## config.mk

```make
export PLATFORM = sky130hd
export DESIGN_NAME = sram_ctrl
export DESIGN_NICKNAME = d
export VERILOG_FILES = /design/src/rtl/sram_ctrl_pkg.sv /design/src/rtl/sram_ctrl_timer.sv /design/src/rtl/sram_ctrl_seq.sv /design/src/rtl/sram_ctrl_datapath.sv /design/src/rtl/sram_ctrl.sv
export SDC_FILE = /design/constraint.sdc
export NUM_CORES = 1
export LEC_CHECK = 0
export BUFFER_PORTS_ARGS = -buffer_cell sky130_fd_sc_hd__buf_2
export CAP_MARGIN = 40
export CORE_MARGIN = 2
export CORE_UTILIZATION = 41
export DETAILED_ROUTE_END_ITERATION = 16
export PLACE_DENSITY = 0.86
export SLEW_MARGIN = 20
export SYNTH_ARGS = -nofsm -noshare
export SYNTH_HDL_FRONTEND = slang
export SYNTH_HIERARCHICAL = 1
export SYNTH_SLANG_ARGS = --single-unit
```

## constraint.sdc

```tcl
create_clock -name clk_i -period 1.3 [get_ports clk_i]
set_input_delay 0.26 -clock clk_i [delete_from_list [all_inputs] [get_ports clk_i]]
set_output_delay 0.26 -clock clk_i [all_outputs]
set_load 0.01 [all_outputs]
```

## src/rtl/sram_ctrl_pkg.sv

```systemverilog
package sram_ctrl_pkg;

  typedef enum logic [1:0] {
    PH_IDLE,
    PH_READ,
    PH_WRITE,
    PH_HOLD
  } phase_e;

  function automatic int unsigned max_u(int unsigned a, int unsigned b);
    return (a > b) ? a : b;
  endfunction

endpackage

```

## src/rtl/sram_ctrl_timer.sv

```systemverilog
module sram_ctrl_timer #(
  parameter int unsigned CNT_W = 4
) (
  input  logic             clk_i,
  input  logic             rst_ni,
  input  logic             clear_i,
  output logic [CNT_W-1:0] cnt_o
);

  always_ff @(posedge clk_i or negedge rst_ni) begin
    if (!rst_ni)      cnt_o <= '0;
    else if (clear_i) cnt_o <= '0;
    else              cnt_o <= cnt_o + 1'b1;
  end

endmodule

```

## src/rtl/sram_ctrl_seq.sv

```systemverilog
module sram_ctrl_seq
  import sram_ctrl_pkg::*;
#(
  parameter int unsigned RD_CYC   = 6,
  parameter int unsigned TURN_CYC = 2,
  parameter int unsigned WE_CYC   = 5,
  parameter int unsigned CNT_W    = 3
) (
  input  logic clk_i,
  input  logic rst_ni,
  input  logic req_valid_i,
  input  logic req_we_i,
  output logic req_ready_o,
  output logic accept_o,
  output logic capture_o,
  output logic rsp_valid_o,
  output logic ce_no,
  output logic oe_no,
  output logic we_no,
  output logic dq_oe_o
);

  localparam logic [CNT_W-1:0] RdLast = CNT_W'(RD_CYC - 1);
  localparam logic [CNT_W-1:0] WeLast = CNT_W'(WE_CYC - 1);

  phase_e           phase_q;
  logic [CNT_W-1:0] cnt;
  logic             drive_at_start;
  logic             drive_mid;

  sram_ctrl_timer #(.CNT_W(CNT_W)) u_timer (
    .clk_i  (clk_i),
    .rst_ni (rst_ni),
    .clear_i(phase_q == PH_IDLE),
    .cnt_o  (cnt)
  );

  // driver turn-on point after the RAM has released the bus
  generate
    if (TURN_CYC == 0) begin : g_drv_now
      assign drive_at_start = 1'b1;
      assign drive_mid      = 1'b0;
    end else begin : g_drv_late
      assign drive_at_start = 1'b0;
      assign drive_mid      = (cnt == CNT_W'(TURN_CYC - 1));
    end
  endgenerate

  assign req_ready_o = (phase_q == PH_IDLE);
  assign accept_o    = req_ready_o && req_valid_i;
  assign capture_o   = (phase_q == PH_READ) && (cnt == RdLast);

  always_ff @(posedge clk_i or negedge rst_ni) begin
    if (!rst_ni) begin
      phase_q     <= PH_IDLE;
      ce_no       <= 1'b1;
      oe_no       <= 1'b1;
      we_no       <= 1'b1;
      dq_oe_o     <= 1'b0;
      rsp_valid_o <= 1'b0;
    end else begin
      rsp_valid_o <= 1'b0;
      unique case (phase_q)
        PH_IDLE: begin
          if (req_valid_i) begin
            ce_no <= 1'b0;
            if (req_we_i) begin
              we_no   <= 1'b0;
              dq_oe_o <= drive_at_start;
              phase_q <= PH_WRITE;
            end else begin
              oe_no   <= 1'b0;
              phase_q <= PH_READ;
            end
          end
        end
        PH_READ: begin
          if (cnt == RdLast) begin
            ce_no       <= 1'b1;
            oe_no       <= 1'b1;
            rsp_valid_o <= 1'b1;
            phase_q     <= PH_IDLE;
          end
        end
        PH_WRITE: begin
          if (drive_mid) dq_oe_o <= 1'b1;
          if (cnt == WeLast) begin
            we_no   <= 1'b1;
            phase_q <= PH_HOLD;
          end
        end
        PH_HOLD: begin
          ce_no   <= 1'b1;
          dq_oe_o <= 1'b0;
          phase_q <= PH_IDLE;
        end
        default: phase_q <= PH_IDLE;
      endcase
    end
  end

endmodule

```

## src/rtl/sram_ctrl_datapath.sv

```systemverilog
module sram_ctrl_datapath #(
  parameter int unsigned ADDR_W = 15,
  parameter int unsigned DATA_W = 8
) (
  input  logic              clk_i,
  input  logic              rst_ni,
  input  logic              accept_i,
  input  logic              capture_i,
  input  logic [ADDR_W-1:0] req_addr_i,
  input  logic [DATA_W-1:0] req_wdata_i,
  input  logic [DATA_W-1:0] mem_dq_i,
  output logic [ADDR_W-1:0] mem_addr_o,
  output logic [DATA_W-1:0] mem_dq_o,
  output logic [DATA_W-1:0] rsp_rdata_o
);

  always_ff @(posedge clk_i or negedge rst_ni) begin
    if (!rst_ni) begin
      mem_addr_o <= '0;
      mem_dq_o   <= '0;
    end else if (accept_i) begin
      mem_addr_o <= req_addr_i;
      mem_dq_o   <= req_wdata_i;
    end
  end

  always_ff @(posedge clk_i or negedge rst_ni) begin
    if (!rst_ni)        rsp_rdata_o <= '0;
    else if (capture_i) rsp_rdata_o <= mem_dq_i;
  end

endmodule

```

## src/rtl/sram_ctrl.sv

```systemverilog
module sram_ctrl
  import sram_ctrl_pkg::*;
#(
  parameter int unsigned ADDR_W     = 15,
  parameter int unsigned DATA_W     = 8,
  parameter int unsigned RD_CYC     = 6,
  parameter int unsigned TURN_CYC   = 2,
  parameter int unsigned SETUP_CYC  = 3,
  parameter int unsigned WE_MIN_CYC = 5
) (
  input  logic              clk_i,
  input  logic              rst_ni,
  input  logic              req_valid_i,
  output logic              req_ready_o,
  input  logic              req_we_i,
  input  logic [ADDR_W-1:0] req_addr_i,
  input  logic [DATA_W-1:0] req_wdata_i,
  output logic              rsp_valid_o,
  output logic [DATA_W-1:0] rsp_rdata_o,
  output logic [ADDR_W-1:0] mem_addr_o,
  output logic              mem_ce_no,
  output logic              mem_oe_no,
  output logic              mem_we_no,
  output logic [DATA_W-1:0] mem_dq_o,
  input  logic [DATA_W-1:0] mem_dq_i,
  output logic              mem_dq_oe_o
);

  localparam int unsigned WE_CYC = max_u(TURN_CYC + SETUP_CYC, WE_MIN_CYC);
  localparam int unsigned CNT_W  = $clog2(max_u(RD_CYC, WE_CYC) + 1);

  logic accept;
  logic capture;

  sram_ctrl_seq #(
    .RD_CYC  (RD_CYC),
    .TURN_CYC(TURN_CYC),
    .WE_CYC  (WE_CYC),
    .CNT_W   (CNT_W)
  ) u_seq (
    .clk_i      (clk_i),
    .rst_ni     (rst_ni),
    .req_valid_i(req_valid_i),
    .req_we_i   (req_we_i),
    .req_ready_o(req_ready_o),
    .accept_o   (accept),
    .capture_o  (capture),
    .rsp_valid_o(rsp_valid_o),
    .ce_no      (mem_ce_no),
    .oe_no      (mem_oe_no),
    .we_no      (mem_we_no),
    .dq_oe_o    (mem_dq_oe_o)
  );

  sram_ctrl_datapath #(
    .ADDR_W(ADDR_W),
    .DATA_W(DATA_W)
  ) u_dp (
    .clk_i      (clk_i),
    .rst_ni     (rst_ni),
    .accept_i   (accept),
    .capture_i  (capture),
    .req_addr_i (req_addr_i),
    .req_wdata_i(req_wdata_i),
    .mem_dq_i   (mem_dq_i),
    .mem_addr_o (mem_addr_o),
    .mem_dq_o   (mem_dq_o),
    .rsp_rdata_o(rsp_rdata_o)
  );

endmodule

```

==> out/qor.txt <==
Root Buffer: clkbuf_8
CP Data Required Time: 1460 ps
Antenna viol nets, final: 0
Cell breakdown of the critical path: nor2_4 -> and2_4 -> buf_12 -> mux2_4
Max incr delay on CP: 440 ps
Fillers: 304
Met1 Use GR: 20.5%
Final worst slack: -82.0 ps
Detailed-router iteration count before antenna repair: 4
Vias per cell: 4.74
Initial Util: 42.7%
Overall power: 5600 uW
Tightest Pin Transition: 277 ps
Synth Cell Area: 1570 sq um
N_diodes: 0
Syn Inst Count: 102
Slew Limit Fails: 0
Period utilization: 106%
RSZ-0062 raised after global routing: yes
Pin count of the biggest net entering global routing: 23
1st-iter DRT viols: 38
Yosys reg bits: 41
Sequential fraction of the synthesis area: 65.4%
Min-Delay Path Class: in -> reg
Critical path class: reg -> reg
All-Layer GR Usage: 16.6%
Failing checks: negative setup slack
CP arrival: 1540 ps
Clock buffer depth: 2
VDD IR-drop max: 1.33 mV
M2 GR Usage: 27.0%
Later-pin clock latency in the skew report: 280 ps
CP Launch Type: register
Grt ovf: 0
Nets: 230
Standard-cell row count: 22
Non-Filler Instances: 243
Leading cell types in the layout, fill and taps excluded: 70 x buf_2, 36 x dfrtp_1, 25 x mux2_4
Htree depth: 2
Area of the multi-input gates: 623 sq um
Max Cap Viol: 0
CP Capture Type: register
CTS tree: yes
WL per Instance: 13.7 microns
Number of global-route vias before repair: 1,167
Layout cells sized above 1: 68.2%
Final Util: 62.9%
Leak pwr: 0.00120 uW
Syn_area_per_cell: 15.4 sq um
RePlAce Congestion: 0.807
M3 GR Usage: 5.96%
Endpoints failing setup: 30
Die area: 4350 sq um
Syn. warnings: 6
I/O pin count: 72
Residual DRC: 0
Final Hold Vio Count: 0
# placed instances: 231
Power Dens Cells: 2410 nW/um^2
Post-synth net total: 138
CP max stage cell: dfrtp_2
GRT busiest layer: met2
Run status: finished, violations left
First-pass GRT wire length: 5400 microns
IO Port Bufs: 71
Register area: 1030 sq um
CTS Sinks: 41
Clk pin slew, worst setup/hold paths: 80 ps
Slew HR: 81.5%
Critical path fanouts, max: 10
Initial antenna violation count: 0
Die W: 66.0 microns
Layout area overhead: 47.5%
Core box area: 3690 sq um
Yosys cell types: 22
Vias: 1,152
Fin Hold WS: 170 ps
Fin crit period: 1380 ps
Clock buffer count from CTS: 5
Most common cell after layout, fill and taps aside: buf_2
Worst clock skew: 10.1 ps
Die height: 66.0 microns
DP HPWL: 2470 microns
Fmax: 724 MHz
Final WL: 3340 microns
-- where the power goes --
| part | internal (uW) | leakage, uW | switching, uW |
|---|---|---|---|
| Clock | 376 | 0.0000422 | 381 |
| Sequential | 1920 | 0.000490 | 335 |
| Combinational | 1540 | 0.000667 | 1050 |
-- sequential cells by signal, indices dropped and copies added, names as in the netlist --
| signal | cells |
|---|---|
| u_dp/mem_addr_o | 15 |
| u_dp/mem_dq_o | 8 |
| u_dp/rsp_rdata_o | 8 |
| u_seq/ce_no | 1 |
| u_seq/dq_oe_o | 1 |
| u_seq/oe_no | 1 |
| u_seq/phase_q | 2 |
| u_seq/rsp_valid_o | 1 |
| u_seq/u_timer/cnt_o | 3 |
| u_seq/we_no | 1 |
-- path summary, 6_finish.rpt --
path	from	end	slack, ps	cells after the start
setup / recovery	u_seq/phase_q[0]	u_dp/mem_addr_o[4]	-80	4
hold / removal	req_we_i	u_seq/we_no	170	2
setup reg to reg	u_seq/phase_q[0]	u_dp/mem_addr_o[4]	-80	4
hold reg to reg	u_dp/rsp_rdata_o[2]	u_dp/rsp_rdata_o[2]	510	1
max in group asynchronous	rst_ni	u_seq/we_no	500	3
min in group asynchronous	rst_ni	u_dp/rsp_rdata_o[3]	500	3
-- per-stage QoR --
step	setup TNS, ps	setup slack, ps	instance area, sq um
after floorplan	-2980	-113	1670
after global placement	-1720	-154	2170
after detailed placement	-2500	-218	2170
after CTS	-1600	-75.6	2300
after global routing	-3120	-123	2320
final	-1710	-82.0	2320
-- routing by layer --
metal / part of all wire, % / vias to the layer above
li1: - / 544
met1: 43 / 543
met2: 46 / 60
met3: 9.5 / 5
met4: 1.3 / 0
met5: 0 / -
-- cell usage after synthesis, drive strengths merged --
cell | instances | area, sq um
buf | 3 | 27.5
nor2b | 2 | 12.5
mux2 | 31 | 349
a21o | 1 | 7.51
nand3 | 1 | 5.00
xnor2 | 1 | 8.76
o21bai | 1 | 7.51
nor3 | 2 | 10.0
nor2 | 6 | 25.0
and4b | 1 | 11.3
inv | 1 | 3.75
dfstp | 3 | 78.8
a221oi | 1 | 8.76
and2 | 1 | 8.76
a31oi | 2 | 12.5
ha | 1 | 12.5
and2b | 2 | 15.0
nand2 | 1 | 3.75
dfrtp | 38 | 951
a21oi | 3 | 15.0
-- final cells by class --
cell class | count | share of cell area, %
Sequential cell | 41 | 44.5
Multi-Input combinational cell | 58 | 26.8
Timing Repair Buffer | 87 | 22.4
Clock buffer | 7 | 3.29
Tap cell | 48 | 2.59
Clock inverter | 1 | 0.216
Inverter | 1 | 0.162
-- critical path, delay by kind of cell (launching register included) --
kind                   cells  cell delay, ps
flip-flops                 1             440
AND/OR/NAND/NOR            2             350
multiplexers               1             310
buffers and inverters      1             160
-- logic make-up (layout without fill, tap and decap cells) --
group                      count (synthesis)  after routing  synth area share (%)
DFF                                       41             41                  65.4
muxes                                     31             31                  22.2
and+or+nand+nor                           16             17                  5.80
AOI/OAI and AO/OA                          8              8                  3.26
buffers and inverters                      4             96                  1.99
adders and majority gates                  1              1                 0.795
xor gates and xnor gates                   1              1                 0.557
-- repair_timing --
action,in CTS,in global routing
setup buffers,1,1
pin swaps,0,1
hold buffers,1,0
setup endpoints to repair,30,31
endpoints found under the hold margin,38,0
resized for setup,9,4
gates cloned,1,0
Note: power is estimated with default switching activity, not from simulation.
